<file path="src/rtl/psc_pkg.sv">
package psc_pkg;
   localparam int ST_IE     = 0;
   localparam int ST_EXL    = 1;
   localparam int ST_ERL    = 2;
   localparam int ST_KSU_LO = 3;
   localparam int ST_KSU_HI = 4;
   localparam int ST_EIE    = 16;
   localparam int ST_EDI    = 17;
   localparam int ST_MIN_W  = ST_EDI + 1;

   localparam int REG_COUNT   = 9;
   localparam int REG_STATUS  = 12;
   localparam int REG_EPC     = 14;
   localparam int REG_ERR_EPC = 30;

   typedef enum logic [1:0] {
      MODE_KERNEL = 2'd0,
      MODE_SUPER  = 2'd1,
      MODE_USER   = 2'd2,
      MODE_RSVD   = 2'd3
   } priv_mode_e;
endpackage

</file>
<file path="src/rtl/psc_status_unit.sv">
module psc_status_unit
   import psc_pkg::*;
#(
   parameter int              DATA_W  = 32,
   parameter logic [DATA_W-1:0] RST_VAL = DATA_W'(4)
) (
   input  logic              clk,
   input  logic              rst_n,
   input  logic              wr_en,
   input  logic [DATA_W-1:0] wdata,
   input  logic              cmd_eret,
   input  logic              cmd_ei,
   input  logic              cmd_di,
   output logic [DATA_W-1:0] status_q,
   output logic              err_level,
   output priv_mode_e        mode,
   output logic              int_en
);
   logic [DATA_W-1:0] status_d;
   logic [1:0]        ksu;
   logic              privileged;
   logic              gate_ok;

   assign ksu        = status_q[ST_KSU_HI:ST_KSU_LO];
   assign privileged = status_q[ST_EXL] | status_q[ST_ERL] | (ksu == 2'd0);
   assign gate_ok    = privileged | status_q[ST_EDI];

   always_comb begin
      status_d = status_q;
      if (cmd_eret) begin
         if (status_q[ST_ERL]) status_d[ST_ERL] = 1'b0;
         else                  status_d[ST_EXL] = 1'b0;
      end
      if (gate_ok) begin
         if (cmd_ei) status_d[ST_EIE] = 1'b1;
         if (cmd_di) status_d[ST_EIE] = 1'b0;
      end
      if (wr_en) status_d = wdata;
   end

   always_ff @(posedge clk or negedge rst_n) begin
      if (!rst_n) status_q <= RST_VAL;
      else        status_q <= status_d;
   end

   always_comb begin
      if (privileged) mode = MODE_KERNEL;
      else            mode = priv_mode_e'(ksu);
   end

   assign err_level = status_q[ST_ERL];
   assign int_en    = status_q[ST_EIE];
endmodule

</file>
<file path="src/rtl/psc_cycle_counter.sv">
module psc_cycle_counter #(
   parameter int W    = 32,
   parameter int STEP = 1
) (
   input  logic         clk,
   input  logic         rst_n,
   input  logic         load,
   input  logic [W-1:0] load_val,
   output logic [W-1:0] count_q
);
   localparam logic [W-1:0] INC = W'(STEP);

   if (STEP < 1) begin : g_bad_step
      $error("psc_cycle_counter: STEP must be at least 1");
   end

   always_ff @(posedge clk or negedge rst_n) begin
      if (!rst_n)    count_q <= '0;
      else if (load) count_q <= load_val;
      else           count_q <= count_q + INC;
   end
endmodule

</file>
<file path="src/rtl/psc_return_unit.sv">
module psc_return_unit #(
   parameter int PC_W = 32
) (
   input  logic            clk,
   input  logic            rst_n,
   input  logic            wr_epc,
   input  logic            wr_err_epc,
   input  logic [PC_W-1:0] wdata,
   input  logic            cmd_eret,
   input  logic            use_err,
   output logic [PC_W-1:0] epc_q,
   output logic [PC_W-1:0] err_epc_q,
   output logic            redir_valid,
   output logic [PC_W-1:0] redir_pc
);
   always_ff @(posedge clk or negedge rst_n) begin
      if (!rst_n) begin
         epc_q     <= '0;
         err_epc_q <= '0;
      end else begin
         if (wr_epc)     epc_q     <= wdata;
         if (wr_err_epc) err_epc_q <= wdata;
      end
   end

   always_ff @(posedge clk or negedge rst_n) begin
      if (!rst_n) begin
         redir_valid <= 1'b0;
         redir_pc    <= '0;
      end else begin
         redir_valid <= cmd_eret;
         if (cmd_eret) redir_pc <= use_err ? err_epc_q : epc_q;
      end
   end
endmodule

</file>
<file path="src/rtl/psc_read_mux.sv">
module psc_read_mux
   import psc_pkg::*;
#(
   parameter int                DATA_W   = 32,
   parameter int                IDX_W    = 5,
   parameter logic [DATA_W-1:0] RD_MASK  = DATA_W'(32'hF0C7_9C1F),
   parameter bit                READ_REG = 1'b1
) (
   input  logic              clk,
   input  logic              rst_n,
   input  logic              rd_en,
   input  logic [IDX_W-1:0]  idx,
   input  logic [DATA_W-1:0] status_q,
   input  logic [DATA_W-1:0] count_q,
   input  logic [DATA_W-1:0] epc_q,
   input  logic [DATA_W-1:0] err_epc_q,
   output logic              rd_valid,
   output logic [DATA_W-1:0] rd_data
);
   localparam logic [IDX_W-1:0] I_CNT = IDX_W'(REG_COUNT);
   localparam logic [IDX_W-1:0] I_ST  = IDX_W'(REG_STATUS);
   localparam logic [IDX_W-1:0] I_EPC = IDX_W'(REG_EPC);
   localparam logic [IDX_W-1:0] I_ERR = IDX_W'(REG_ERR_EPC);

   logic [DATA_W-1:0] sel;

   always_comb begin
      case (idx)
         I_CNT:   sel = count_q;
         I_ST:    sel = status_q & RD_MASK;
         I_EPC:   sel = epc_q;
         I_ERR:   sel = err_epc_q;
         default: sel = '0;
      endcase
   end

   if (READ_REG) begin : g_reg
      always_ff @(posedge clk or negedge rst_n) begin
         if (!rst_n) begin
            rd_valid <= 1'b0;
            rd_data  <= '0;
         end else begin
            rd_valid <= rd_en;
            if (rd_en) rd_data <= sel;
         end
      end
   end else begin : g_comb
      logic unused_clk;
      assign unused_clk = clk ^ rst_n;
      assign rd_valid   = rd_en;
      assign rd_data    = rd_en ? sel : '0;
   end
endmodule

</file>
<file path="src/rtl/priv_status_ctrl.sv">
module priv_status_ctrl
   import psc_pkg::*;
#(
   parameter int                DATA_W    = 32,
   parameter int                IDX_W     = 5,
   parameter logic [DATA_W-1:0] STATUS_RST = DATA_W'(4),
   parameter logic [DATA_W-1:0] STATUS_RD_MASK = DATA_W'(32'hF0C7_9C1F),
   parameter bit                READ_REG  = 1'b1
) (
   input  logic              clk,
   input  logic              rst_n,
   input  logic              reg_wr_en,
   input  logic              reg_rd_en,
   input  logic [IDX_W-1:0]  reg_idx,
   input  logic [DATA_W-1:0] reg_wdata,
   input  logic              cmd_eret,
   input  logic              cmd_ei,
   input  logic              cmd_di,
   output logic              reg_rd_valid,
   output logic [DATA_W-1:0] reg_rdata,
   output logic [1:0]        priv_mode,
   output logic              int_en,
   output logic              redir_valid,
   output logic [DATA_W-1:0] redir_pc
);
   localparam int MAX_IDX = (1 << IDX_W) - 1;

   if (DATA_W < ST_MIN_W) begin : g_bad_width
      $error("priv_status_ctrl: DATA_W too narrow for status fields");
   end
   if (MAX_IDX < REG_ERR_EPC) begin : g_bad_idx
      $error("priv_status_ctrl: IDX_W cannot address all registers");
   end

   logic              wr_status, wr_count, wr_epc, wr_err_epc;
   logic [DATA_W-1:0] status_q, count_q, epc_q, err_epc_q;
   logic              err_level;
   priv_mode_e        mode;

   assign wr_status  = reg_wr_en && (reg_idx == IDX_W'(REG_STATUS));
   assign wr_count   = reg_wr_en && (reg_idx == IDX_W'(REG_COUNT));
   assign wr_epc     = reg_wr_en && (reg_idx == IDX_W'(REG_EPC));
   assign wr_err_epc = reg_wr_en && (reg_idx == IDX_W'(REG_ERR_EPC));

   psc_status_unit #(.DATA_W(DATA_W), .RST_VAL(STATUS_RST)) u_status (
      .clk(clk), .rst_n(rst_n), .wr_en(wr_status), .wdata(reg_wdata),
      .cmd_eret(cmd_eret), .cmd_ei(cmd_ei), .cmd_di(cmd_di),
      .status_q(status_q), .err_level(err_level), .mode(mode), .int_en(int_en)
   );

   psc_cycle_counter #(.W(DATA_W), .STEP(1)) u_count (
      .clk(clk), .rst_n(rst_n), .load(wr_count), .load_val(reg_wdata),
      .count_q(count_q)
   );

   psc_return_unit #(.PC_W(DATA_W)) u_ret (
      .clk(clk), .rst_n(rst_n), .wr_epc(wr_epc), .wr_err_epc(wr_err_epc),
      .wdata(reg_wdata), .cmd_eret(cmd_eret), .use_err(err_level),
      .epc_q(epc_q), .err_epc_q(err_epc_q),
      .redir_valid(redir_valid), .redir_pc(redir_pc)
   );

   psc_read_mux #(
      .DATA_W(DATA_W), .IDX_W(IDX_W), .RD_MASK(STATUS_RD_MASK), .READ_REG(READ_REG)
   ) u_rd (
      .clk(clk), .rst_n(rst_n), .rd_en(reg_rd_en), .idx(reg_idx),
      .status_q(status_q), .count_q(count_q), .epc_q(epc_q), .err_epc_q(err_epc_q),
      .rd_valid(reg_rd_valid), .rd_data(reg_rdata)
   );

   assign priv_mode = mode;
endmodule

</file>
<file path="config.mk">
export PLATFORM = sky130hd
export DESIGN_NAME = priv_status_ctrl
export DESIGN_NICKNAME = d
export VERILOG_FILES = /design/src/rtl/psc_pkg.sv /design/src/rtl/psc_status_unit.sv /design/src/rtl/psc_cycle_counter.sv /design/src/rtl/psc_return_unit.sv /design/src/rtl/psc_read_mux.sv /design/src/rtl/priv_status_ctrl.sv
export SDC_FILE = /design/constraint.sdc
export NUM_CORES = 1
export LEC_CHECK = 0
export BUFFER_PORTS_ARGS = -buffer_cell sky130_fd_sc_hd__buf_4
export CORE_ASPECT_RATIO = 0.8
export CORE_MARGIN = 3
export CORE_UTILIZATION = 52
export DETAILED_ROUTE_END_ITERATION = 6
export GPL_TIMING_DRIVEN = 0
export PLACE_DENSITY = 0.72
export SETUP_SLACK_MARGIN = 0.02
export SLEW_MARGIN = 25
export SYNTH_ARGS = -nofsm -noshare
export SYNTH_HDL_FRONTEND = slang
export SYNTH_SLANG_ARGS = --single-unit
</file>
<file path="constraint.sdc">
create_clock -name clk -period 1.77 [get_ports clk]
set_input_delay 0.2655 -clock clk [delete_from_list [all_inputs] [get_ports clk]]
set_output_delay 0.2655 -clock clk [all_outputs]
set_load 0.05 [all_outputs]
</file>
==> metrics.md <==
| Metric | Value |
|---|---|
| Status | `finished with violations` |
| Failing checks | `negative setup slack` |
| GP Congestion | `0.890` |
| Root buf cell | `clkbuf_16` |
| Initial drt markers | `516` |
| Ant diodes | `0` |
| Via count | `6455` |
| Fmax achieved | `0.556 GHz` |
| Deepest clock path buffer count | `2` |
| CP Launch Type | `flop` |
| Most frequent cells in the layout | `dfrtp_1, buf_4, nor2_1, a21oi_1, mux2i_1` |
| Placeable core area | `15300 sq um` |
| Remaining antenna violation count | `0` |
| Synth Net Count | `782` |
| Slew Limit Fails | `0` |
| Hold Crit Class | `in -> reg` |
| Initial Utilization | `54.1%` |
| Number of synthesized flops with an enable pin | `0` |
| Final instance area | `10400 sq um` |
| Wire length of the first global-routing pass | `37400 microns` |
| GRT Overall Usage | `27.3%` |
| Slew headroom | `52.8%` |
| RSZ-0062 raised after global routing | `yes` |
| Die H | `119 microns` |
| Worst-margin pin slew | `0.707 ns` |
| CTS sink cnt | `180` |
| Setup-failing EPs final | `2` |
| Area grow syn2layout | `25.5%` |
| Vias in the first global route | `6858` |
| VDD IR-drop max | `0.793 mV` |
| Dpl hpwl | `15900 microns` |
| Avg Synthesized Cell Area | `11.2 sq um` |
| H-tree depth | `4` |
| Worst path max stage delay | `0.38 ns` |
| Max_cap viols | `0` |
| Asr flop ratio synth | `100%` |
| Reg clk slew, reported paths | `0.06 ns` |
| Nets | `942` |
| Classification of the worst setup path | `reg -> reg` |
| Final worst path period share | `102%` |
| Routed len/inst | `20.7 microns` |
| Post-synth top flop | `dfrtp_1` |
| Crit-path leading delay family | `simple AND/OR/NAND/NOR gates` |
| Clock latency on the worst-skew pair | `0.43 ns` |
| Cts bufs inserted | `17` |
| Largest net degree at the start of global routing | `92` |
| Crit path time final | `1.80 ns` |
| Vias per cell | `5.76` |
| Die width | `147 microns` |
| CTS tree | `done` |
| Antenna violations before repair | `0` |
| Netlist cell types | `42` |
| Full die area | `17500 sq um` |
| Share of cells above drive strength 1 | `27.1%` |
| Cell Area, Placed | `9420 sq um` |
| Critical path, cell by cell | `ha_2, nand3_4, or3_4, buf_6, nor4_4, xnor2_1, a21oi_1` |
| #FFs+latches synth | `180` |
| Most common cell after layout, fill and taps aside | `dfrtp_1` |
| Post-place setup slack | `-0.380 ns` |
| Post-Route WL | `23200 microns` |
| Num ports | `113` |
| Gr ovfl total | `0` |
| Row cnt | `40` |
| Mapped Cells | `737` |
| Worst EP arrival | `2.09 ns` |
| Number of remaining DRC errors | `0` |
| Lkg Pwr | `4.64 nW` |
| Crit-path slowest cell | `dfrtp_1` |
| Crit. End Element | `flop` |
| Number of iterations in the first detailed-routing pass | `5` |
| Final WS setup | `-0.0272 ns` |
| PortBufs | `111` |
| Skew final | `0.00901 ns` |
| Sequential area share after synthesis | `54.4%` |
| PD cells | `1200 nW/um^2` |
| Crit path max fanout | `6` |
| Crit path required time | `2.06 ns` |
| Number of synthesis warnings | `0` |
| Hold Fails Final Rpt | `0` |
| Post-Syn Area | `8280 sq um` |
| WP buf/inv | `1` |
## flip-flops by register name, indices dropped and copies added (netlist names)
register and count:
u_count.count_q 32, u_rd.rd_data 32, u_ret.epc_q 32, u_ret.err_epc_q 32, u_ret.redir_pc 32, u_status.status_q 18, u_rd.rd_valid 1, u_ret.redir_valid 1
## routing by layer
layer / up-vias / wire length [microns] / GRT usage [%]
met5: - / 0 / 0
met4: 0 / 396 / 8.44
met3: 35 / 1660 / 5.90
li1: 2925 / - / -
met2: 268 / 10700 / 42.1
met1: 3227 / 10400 / 39.3
## cells in the mapped netlist (2+ instances only)
| library cell | n | area [sq um] |
|---|---|---|
| nor4_4 | 2 | 42.5 |
| and3_1 | 8 | 50.1 |
| buf_1 | 4 | 15.0 |
| inv_1 | 22 | 82.6 |
| dfrtp_1 | 179 | 4480 |
| o21ai_0 | 2 | 10.0 |
| clkbuf_1 | 19 | 71.3 |
| nand3_1 | 14 | 70.1 |
| buf_4 | 4 | 30.0 |
| o21ai_1 | 2 | 10.0 |
| buf_2 | 17 | 85.1 |
| nand2b_1 | 2 | 12.5 |
| nor3_1 | 2 | 10.0 |
| a221oi_1 | 18 | 158 |
| nor3_2 | 3 | 30.0 |
| nand4_1 | 9 | 56.3 |
| nand2_1 | 10 | 37.5 |
| nor2b_1 | 2 | 12.5 |
| xor2_1 | 12 | 105 |
| mux2i_1 | 64 | 641 |
| nor2_1 | 117 | 439 |
| nor3b_1 | 3 | 22.5 |
| mux2_1 | 59 | 664 |
| xnor2_1 | 17 | 149 |
| o22ai_1 | 18 | 113 |
| a21oi_1 | 90 | 450 |
| mux2_2 | 23 | 259 |
## area by class of cell
| type | instances | area (sq um) |
|---|---|---|
| repair buffers | 141 | 1110 |
| multi-input cells | 491 | 3570 |
| plain buffers | 44 | 238 |
| fillers | 1167 | 4920 |
| inverters | 22 | 82.6 |
| clock buffers | 25 | 515 |
| well taps | 210 | 263 |
| clock inverters | 7 | 93.8 |
| flip-flops and latches | 180 | 4510 |
## where the power goes
part,switching [mW],total (mW),internal [mW]
sequential,0.713,5.59,4.87
combinational,1.74,3.03,1.30
clock,1.57,3.88,2.31
## cells by family (layout without fill, tap and decap cells)
kind of cell | count (synthesis) | count (layout) | synth area share (%)
xor gates and xnor gates | 29 | 29 | 3.07
muxes | 146 | 146 | 18.9
and+or+nand+nor | 182 | 182 | 10.6
buffers and inverters | 66 | 239 | 3.43
AOI/OAI and AO/OA | 133 | 133 | 9.43
DFF | 180 | 180 | 54.4
adders and majority gates | 1 | 1 | 0.151
## final timing paths
kind	depth (start not counted)	startpoint	end	slack, ns
setup / recovery	7	u_count.count_q[1]	u_count.count_q[26]	-0.03
hold / removal	2	reg_wdata[21]	u_ret.epc_q[21]	0.07
setup reg to reg	7	u_count.count_q[1]	u_count.count_q[26]	-0.03
hold reg to reg	1	u_status.status_q[11]	u_status.status_q[11]	0.50
max in group asynchronous	3	rst_n	u_count.count_q[20]	0.47
min in group asynchronous	2	rst_n	u_ret.redir_pc[7]	0.43
## per-stage QoR
| stage | util (%) | setup TNS (ns) | std cells | hold WS (ns) | power [mW] |
|---|---|---|---|---|---|
| final | 67.9 | -0.0286 | 1120 | 0.0724 | 12.5 |
| after global routing | 67.9 | -0.291 | 1120 | 0.0651 | 13.0 |
| after CTS | 67.0 | 0 | 1112 | 0.0568 | 12.3 |
| after detailed placement | 61.5 | -23.61 | 1059 | 0.317 | 8.26 |
| after global placement | 61.3 | -119.14 | 1058 | 0.402 | 8.10 |
| after floorplan | - | -0.0557 | 737 | -0.0301 | 7.29 |
## repair_timing
action,in CTS,in global routing
endpoints found under the hold margin,90,0
hold buffers,3,0
endpoints found under the setup margin,36,23
buffers inserted,18,8
gates resized for setup,21,23
cloned,0,0
pin swaps,5,7
Note: power is estimated with default switching activity, not from simulation.
